[config.mk]
export PLATFORM = sky130hd
export DESIGN_NAME = issue_thread_selector
export DESIGN_NICKNAME = d
export VERILOG_FILES = /design/src/rtl/tsu_pkg.sv /design/src/rtl/tsu_rr_pick.sv /design/src/rtl/tsu_refill_timer.sv /design/src/rtl/issue_thread_selector.sv
export SDC_FILE = /design/constraint.sdc
export NUM_CORES = 1
export LEC_CHECK = 0
export ABC_AREA = 0
export BUFFER_PORTS_ARGS = -buffer_cell sky130_fd_sc_hd__buf_4
export CAP_MARGIN = 30
export CORE_ASPECT_RATIO = 1.5
export CORE_UTILIZATION = 42
export CTS_CLUSTER_DIAMETER = 120
export CTS_CLUSTER_SIZE = 30
export DETAILED_ROUTE_END_ITERATION = 10
export SKIP_LAST_GASP = 1
export SLEW_MARGIN = 40
export SYNTH_ARGS = -nofsm -noshare
export SYNTH_HDL_FRONTEND = slang
export SYNTH_HIERARCHICAL = 1
export SYNTH_SLANG_ARGS = --single-unit
[constraint.sdc]
create_clock -name clk -period 2.85 [get_ports clk]
set_input_delay 0.285 -clock clk [delete_from_list [all_inputs] [get_ports clk]]
set_output_delay 0.285 -clock clk [all_outputs]
set_load 0.02 [all_outputs]
[src/rtl/tsu_pkg.sv]
`timescale 1ns/1ps
package tsu_pkg;

  // Switch-on-miss phase: issuing/refilling, or searching for a ready thread
  typedef enum logic {
    PH_RUN  = 1'b0,
    PH_WAIT = 1'b1
  } cphase_t;

  // Wrapped addition over a thread count
  function automatic int unsigned wrap_add(int unsigned a, int unsigned b, int unsigned n);
    return (a + b) % n;
  endfunction

endpackage

[src/rtl/tsu_rr_pick.sv]
`timescale 1ns/1ps
module tsu_rr_pick #(
  parameter int NUM_THR = 4,
  localparam int TID_W = (NUM_THR > 1) ? $clog2(NUM_THR) : 1
) (
  input  logic [NUM_THR-1:0] req,
  input  logic [TID_W-1:0]   start,
  output logic               found,
  output logic [TID_W-1:0]   pick
);
  import tsu_pkg::*;

  logic [NUM_THR-1:0] rot;

  // rot[k] is the request of the thread k places after start
  for (genvar k = 0; k < NUM_THR; k++) begin : g_rot
    assign rot[k] = req[wrap_add(int'(start), k, NUM_THR)];
  end

  always_comb begin
    found = 1'b0;
    pick  = '0;
    for (int k = NUM_THR - 1; k >= 0; k--) begin
      if (rot[k]) begin
        found = 1'b1;
        pick  = TID_W'(wrap_add(int'(start), k, NUM_THR));
      end
    end
  end

endmodule

[src/rtl/tsu_refill_timer.sv]
`timescale 1ns/1ps
module tsu_refill_timer #(
  parameter int REFILL_W = 3
) (
  input  logic                clk,
  input  logic                rst_n,
  input  logic                load,
  input  logic [REFILL_W-1:0] load_val,
  output logic [REFILL_W-1:0] cnt,
  output logic                busy
);

  always_ff @(posedge clk) begin
    if (!rst_n)          cnt <= '0;
    else if (load)       cnt <= load_val;
    else if (cnt != '0)  cnt <= cnt - 1'b1;
  end

  assign busy = (cnt != '0);

endmodule

[src/rtl/issue_thread_selector.sv]
`timescale 1ns/1ps
module issue_thread_selector #(
  parameter int NUM_THR  = 4,
  parameter int REFILL_W = 3,
  localparam int TID_W = (NUM_THR > 1) ? $clog2(NUM_THR) : 1
) (
  input  logic                clk,
  input  logic                rst_n,
  input  logic [NUM_THR-1:0]  thr_stall,
  input  logic                long_stall_evt,
  input  logic [TID_W-1:0]    long_stall_tid,
  input  logic                mode_coarse,
  input  logic                pref_en,
  input  logic [TID_W-1:0]    pref_tid,
  input  logic [REFILL_W-1:0] refill_cycles,
  output logic [TID_W-1:0]    sel_tid,
  output logic                sel_valid,
  output logic                flush_req,
  output logic [REFILL_W-1:0] refill_left
);
  import tsu_pkg::*;

  function automatic logic [TID_W-1:0] tid_next(logic [TID_W-1:0] t);
    return TID_W'(wrap_add(int'(t), 1, NUM_THR));
  endfunction

  logic [TID_W-1:0] cur_q, rr_q;
  cphase_t          phase_q;

  logic [NUM_THR-1:0] ready;
  logic [NUM_THR-1:0] cur_oh;
  logic [NUM_THR-1:0] sw_mask;

  // Interleaved candidate
  logic             fine_found;
  logic [TID_W-1:0] fine_pick;
  logic             pref_hit_fine;
  logic [TID_W-1:0] fine_grant;

  // Switch-on-miss candidate
  logic             sw_found_rr;
  logic [TID_W-1:0] sw_pick;
  logic             pref_hit_sw;
  logic             sw_found;
  logic [TID_W-1:0] sw_tid;

  // Named internal events
  logic                refill_busy;
  logic [REFILL_W-1:0] tmr_cnt;
  logic                run_slot;
  logic                long_hit;
  logic                seek;
  logic                switch_go;
  logic                tmr_load;
  logic [REFILL_W-1:0] tmr_val;

  assign ready  = ~thr_stall;
  assign cur_oh = NUM_THR'(1) << cur_q;

  tsu_rr_pick #(.NUM_THR(NUM_THR)) u_fine_pick (
    .req   (ready),
    .start (rr_q),
    .found (fine_found),
    .pick  (fine_pick)
  );

  assign pref_hit_fine = pref_en && ready[pref_tid];
  assign fine_grant    = pref_hit_fine ? pref_tid : fine_pick;

  // At the drain the missed thread is excluded; while waiting it comes last
  assign sw_mask = (phase_q == PH_WAIT) ? ready : (ready & ~cur_oh);

  tsu_rr_pick #(.NUM_THR(NUM_THR)) u_sw_pick (
    .req   (sw_mask),
    .start (tid_next(cur_q)),
    .found (sw_found_rr),
    .pick  (sw_pick)
  );

  assign pref_hit_sw = pref_en && sw_mask[pref_tid];
  assign sw_found    = sw_found_rr;
  assign sw_tid      = pref_hit_sw ? pref_tid : sw_pick;

  tsu_refill_timer #(.REFILL_W(REFILL_W)) u_refill (
    .clk      (clk),
    .rst_n    (rst_n),
    .load     (tmr_load),
    .load_val (tmr_val),
    .cnt      (tmr_cnt),
    .busy     (refill_busy)
  );

  assign run_slot  = (phase_q == PH_RUN) && !refill_busy;
  assign long_hit  = mode_coarse && run_slot && long_stall_evt && (long_stall_tid == cur_q);
  assign seek      = mode_coarse && (long_hit || (phase_q == PH_WAIT));
  assign switch_go = seek && sw_found;
  assign tmr_load  = !mode_coarse || switch_go;
  assign tmr_val   = mode_coarse ? refill_cycles : '0;

  assign sel_tid     = mode_coarse ? cur_q : fine_grant;
  assign sel_valid   = mode_coarse ? (run_slot && !long_hit && ready[cur_q]) : fine_found;
  assign flush_req   = long_hit;
  assign refill_left = mode_coarse ? tmr_cnt : '0;

  always_ff @(posedge clk) begin
    if (!rst_n) begin
      cur_q   <= '0;
      rr_q    <= '0;
      phase_q <= PH_RUN;
    end else if (!mode_coarse) begin
      phase_q <= PH_RUN;
      if (fine_found) begin
        cur_q <= fine_grant;
        rr_q  <= tid_next(fine_grant);
      end
    end else if (switch_go) begin
      cur_q   <= sw_tid;
      rr_q    <= tid_next(sw_tid);
      phase_q <= PH_RUN;
    end else if (seek) begin
      phase_q <= PH_WAIT;
    end
  end

endmodule

==> impl_metrics.yaml <==
sta:
  relSlewSlack: 0.7453
  rsz0062_at_grt: "no"
  finClkSkew_ns: 0.003362
  period_needed_ns: 2.451
  setup_tns_ns: 0
  setup-violations-final: 0
  timing.final.crit_share: 0.8602
  fmax_ghz: 0.4079
  hold_viol: 0
  tightest_slew_ns: 0.3820
  fin_ws_ns: 0.3985
  slew_viol_final: 0
power_and_ir_drop:
  total_leakage_power_nw: 0.5713
  irDropWorstVdd_mv: 0.1918
  p_per_area_nw_per_um2: 361.9
cts:
  clk_latency_ns: 0.25
  ctsResizeCount: 0
  root_buffer: "clkbuf_4"
  cts_tree: "done"
  clock_path_buffers: 2
  clock_sinks: 8
  cts_buffers: 3
  htree_levels: 1
  postCtsSetupRepairBufs: 0
  hold_buffers: 0
  clkTransAtPathRegs_ns: 0.06
detailed_routing:
  wl_met3_um: 94
  wl_per_cell_um: 15.12
  wirelength_um: 2722
  ant_nets: 0
  m1WireLength_um: 984
  met2WireLength_um: 1568
  dr.max_layer_used: "met4"
  route.detailed.drc: 0
  drtPass1Iterations: 4
  viasPerCell: 5.850
  via_count: 1053
  drt_iter0_drc: 30
finish:
  nets: 181
  fillers: 241
  final-seq-area_um2: 160.2
  drive_above_1_share: 0.2102
  syn_to_final_growth_pct: 19.57
  multi_input_area_um2: 809.5
  n_antenna_cell: 0
synth:
  synth_cell_types: 43
  yosysMostFrequentCell: "inv_1"
  synth.cells.most_frequent: "inv_1, nor2_1, nand2_1"
  synthFlopType: "dfxtp_1"
  synthArstFlopShare: 0
  yosysWarnings: 6
  ys_seq_area_frac: 0.1546
  ys_seq_elements: 8
  netlist.area_leader.share: 0.1546
  synth_nets: 157
  synthCells: 135
  synth_area_um2: 1036
  yosys-top-cells-area: "dfxtp_1, mux2i_1, ha_1, inv_1, nand2b_1"
  synth_enable_flop_cells: 0
  yosys.area.top_type: "dfxtp_1"
  syn_avg_cell_area_um2: 7.674
floorplanning:
  rows: 21
  die-area_um2: 2673
  io_pins: 23
  start_util: 0.4532
  die_y_um: 62.83
  die_w_um: 42.55
  core_region_area_um2: 2286
min_path:
  hp-class: "in -> reg"
  min_delay_path_depth: 2
global_route:
  grt_remaining_overflow: 0
  grt_max_degree: 18
  first_global_vias: 1060
  grt_usage: 0.2271
  grt_pass1_wl_um: 4705
  antenna_found_initial: 0
critical_path:
  cp_top_family: "simple AND/OR/NAND/NOR gates"
  arrival_ns: 2.17
  cp_num_buf_inv: 2
  cp_num_cells: 8
  worstPathMaxFanout: 4
  cp-start-kind: "flip-flop"
  end_kind: "primary output"
  rr_worst_depth: 9
  crit_path_top_delay_cell: "o41ai_1"
  cp_slowest_stage_delay_ns: 0.38
  crit_type: "reg -> out"
  crit_chain: "inv_1 -> ha_1 -> nand2b_1 -> nand4bb_1 -> nor3_1 -> or2_4 -> o41ai_1 -> buf_4"
  required_ns: 2.57
placed_design:
  port-buffer-count: 22
  place.gp.congestion: 0.8501
  hpwl_um: 2227
  dp_slack_ns: 0.4707
run_status:
  outcome: "finished clean"
run:
  cap_violations: 0
## cell families after synthesis
logic type	share of synthesized area
buffers and inverters	0.06401
muxes	0.1244
AOI/OAI and AO/OA	0.2440
DFF	0.1546
adders and majority gates	0.07246
and+or+nand+nor	0.3152
xor gates and xnor gates	0.02537
## cell type report
cell class / instances / area share
multi-input cells: 110 / 0.6535
repair buffers: 22 / 0.1333
flip-flops and latches: 8 / 0.1293
inverters: 14 / 0.04242
well taps: 23 / 0.02323
clock buffers: 3 / 0.01818
## through the flow
step           hold WS, ns  cell area, um^2  power, mW    util  instances
3_5_place_dp        0.5470             1216     0.3637  0.5320        177
6_report            0.2894             1239     0.4483  0.5419        180
3_3_place_gp        0.5447             1216     0.3597  0.5320        177
2_1_floorplan       0.4162             1036     0.2939       -        135
5_1_grt             0.2892             1239     0.4858  0.5419        180
4_1_cts             0.2813             1239     0.4538  0.5419        180
## worst paths after layout
check	endpoint	slack, ns	from
max reg2reg	rr_q[1]	0.46	cur_q[0]
max	sel_valid	0.40	u_refill/cnt[0]
min reg2reg	rr_q[0]	0.59	rr_q[0]
min	rr_q[0]	0.29	rst_n
## per-layer routing
layer / vias up / track usage
li1: 529 / -
met1: 485 / 0.2290
met2: 33 / 0.4423
met3: 6 / 0
met4: 0 / 0.1328
met5: - / 0
## power breakdown
part | switching (mW) | leakage, nW | internal [mW]
logic | 0.119 | 0.491 | 0.104
clock network | 0.0389 | 0.0138 | 0.0482
registers | 0.0152 | 0.0661 | 0.123
total | 0.173 | 0.571 | 0.275
## registers in the layout, summed over array words and instances, names as in the netlist
signal and count:
u_refill/cnt 3, phase_q 1, cur_q 2, rr_q 2
## worst reg2reg max path: stages, from the launching register on
cell and delay (ns):
dfxtp_1 0.45, inv_1 0.17, ha_1 0.39, mux2i_1 0.15
a211oi_2 0.32, nand2b_1 0.09, o311ai_1 0.23, o22ai_1 0.13
xor2_1 0.17, a211oi_2 0.21
## layout by cell type, fill, tap and decap left out, types with 2 or more instances in the layout
cell type / n
nand2_1: 11
and2_1: 6
a2111oi_1: 2
nor2b_1: 6
a211oi_1: 3
nor2b_2: 2
a21oi_1: 8
nor2_1: 12
nor3_1: 2
nor3b_1: 3
clkbuf_4: 3
mux2i_1: 8
o22ai_1: 2
xor2_1: 3
dfxtp_1: 8
a211oi_2: 3
ha_1: 6
buf_4: 22
o21ai_1: 2
nor4b_1: 2
nand2b_1: 8
inv_1: 14
Power figures use the tool's default switching activity.
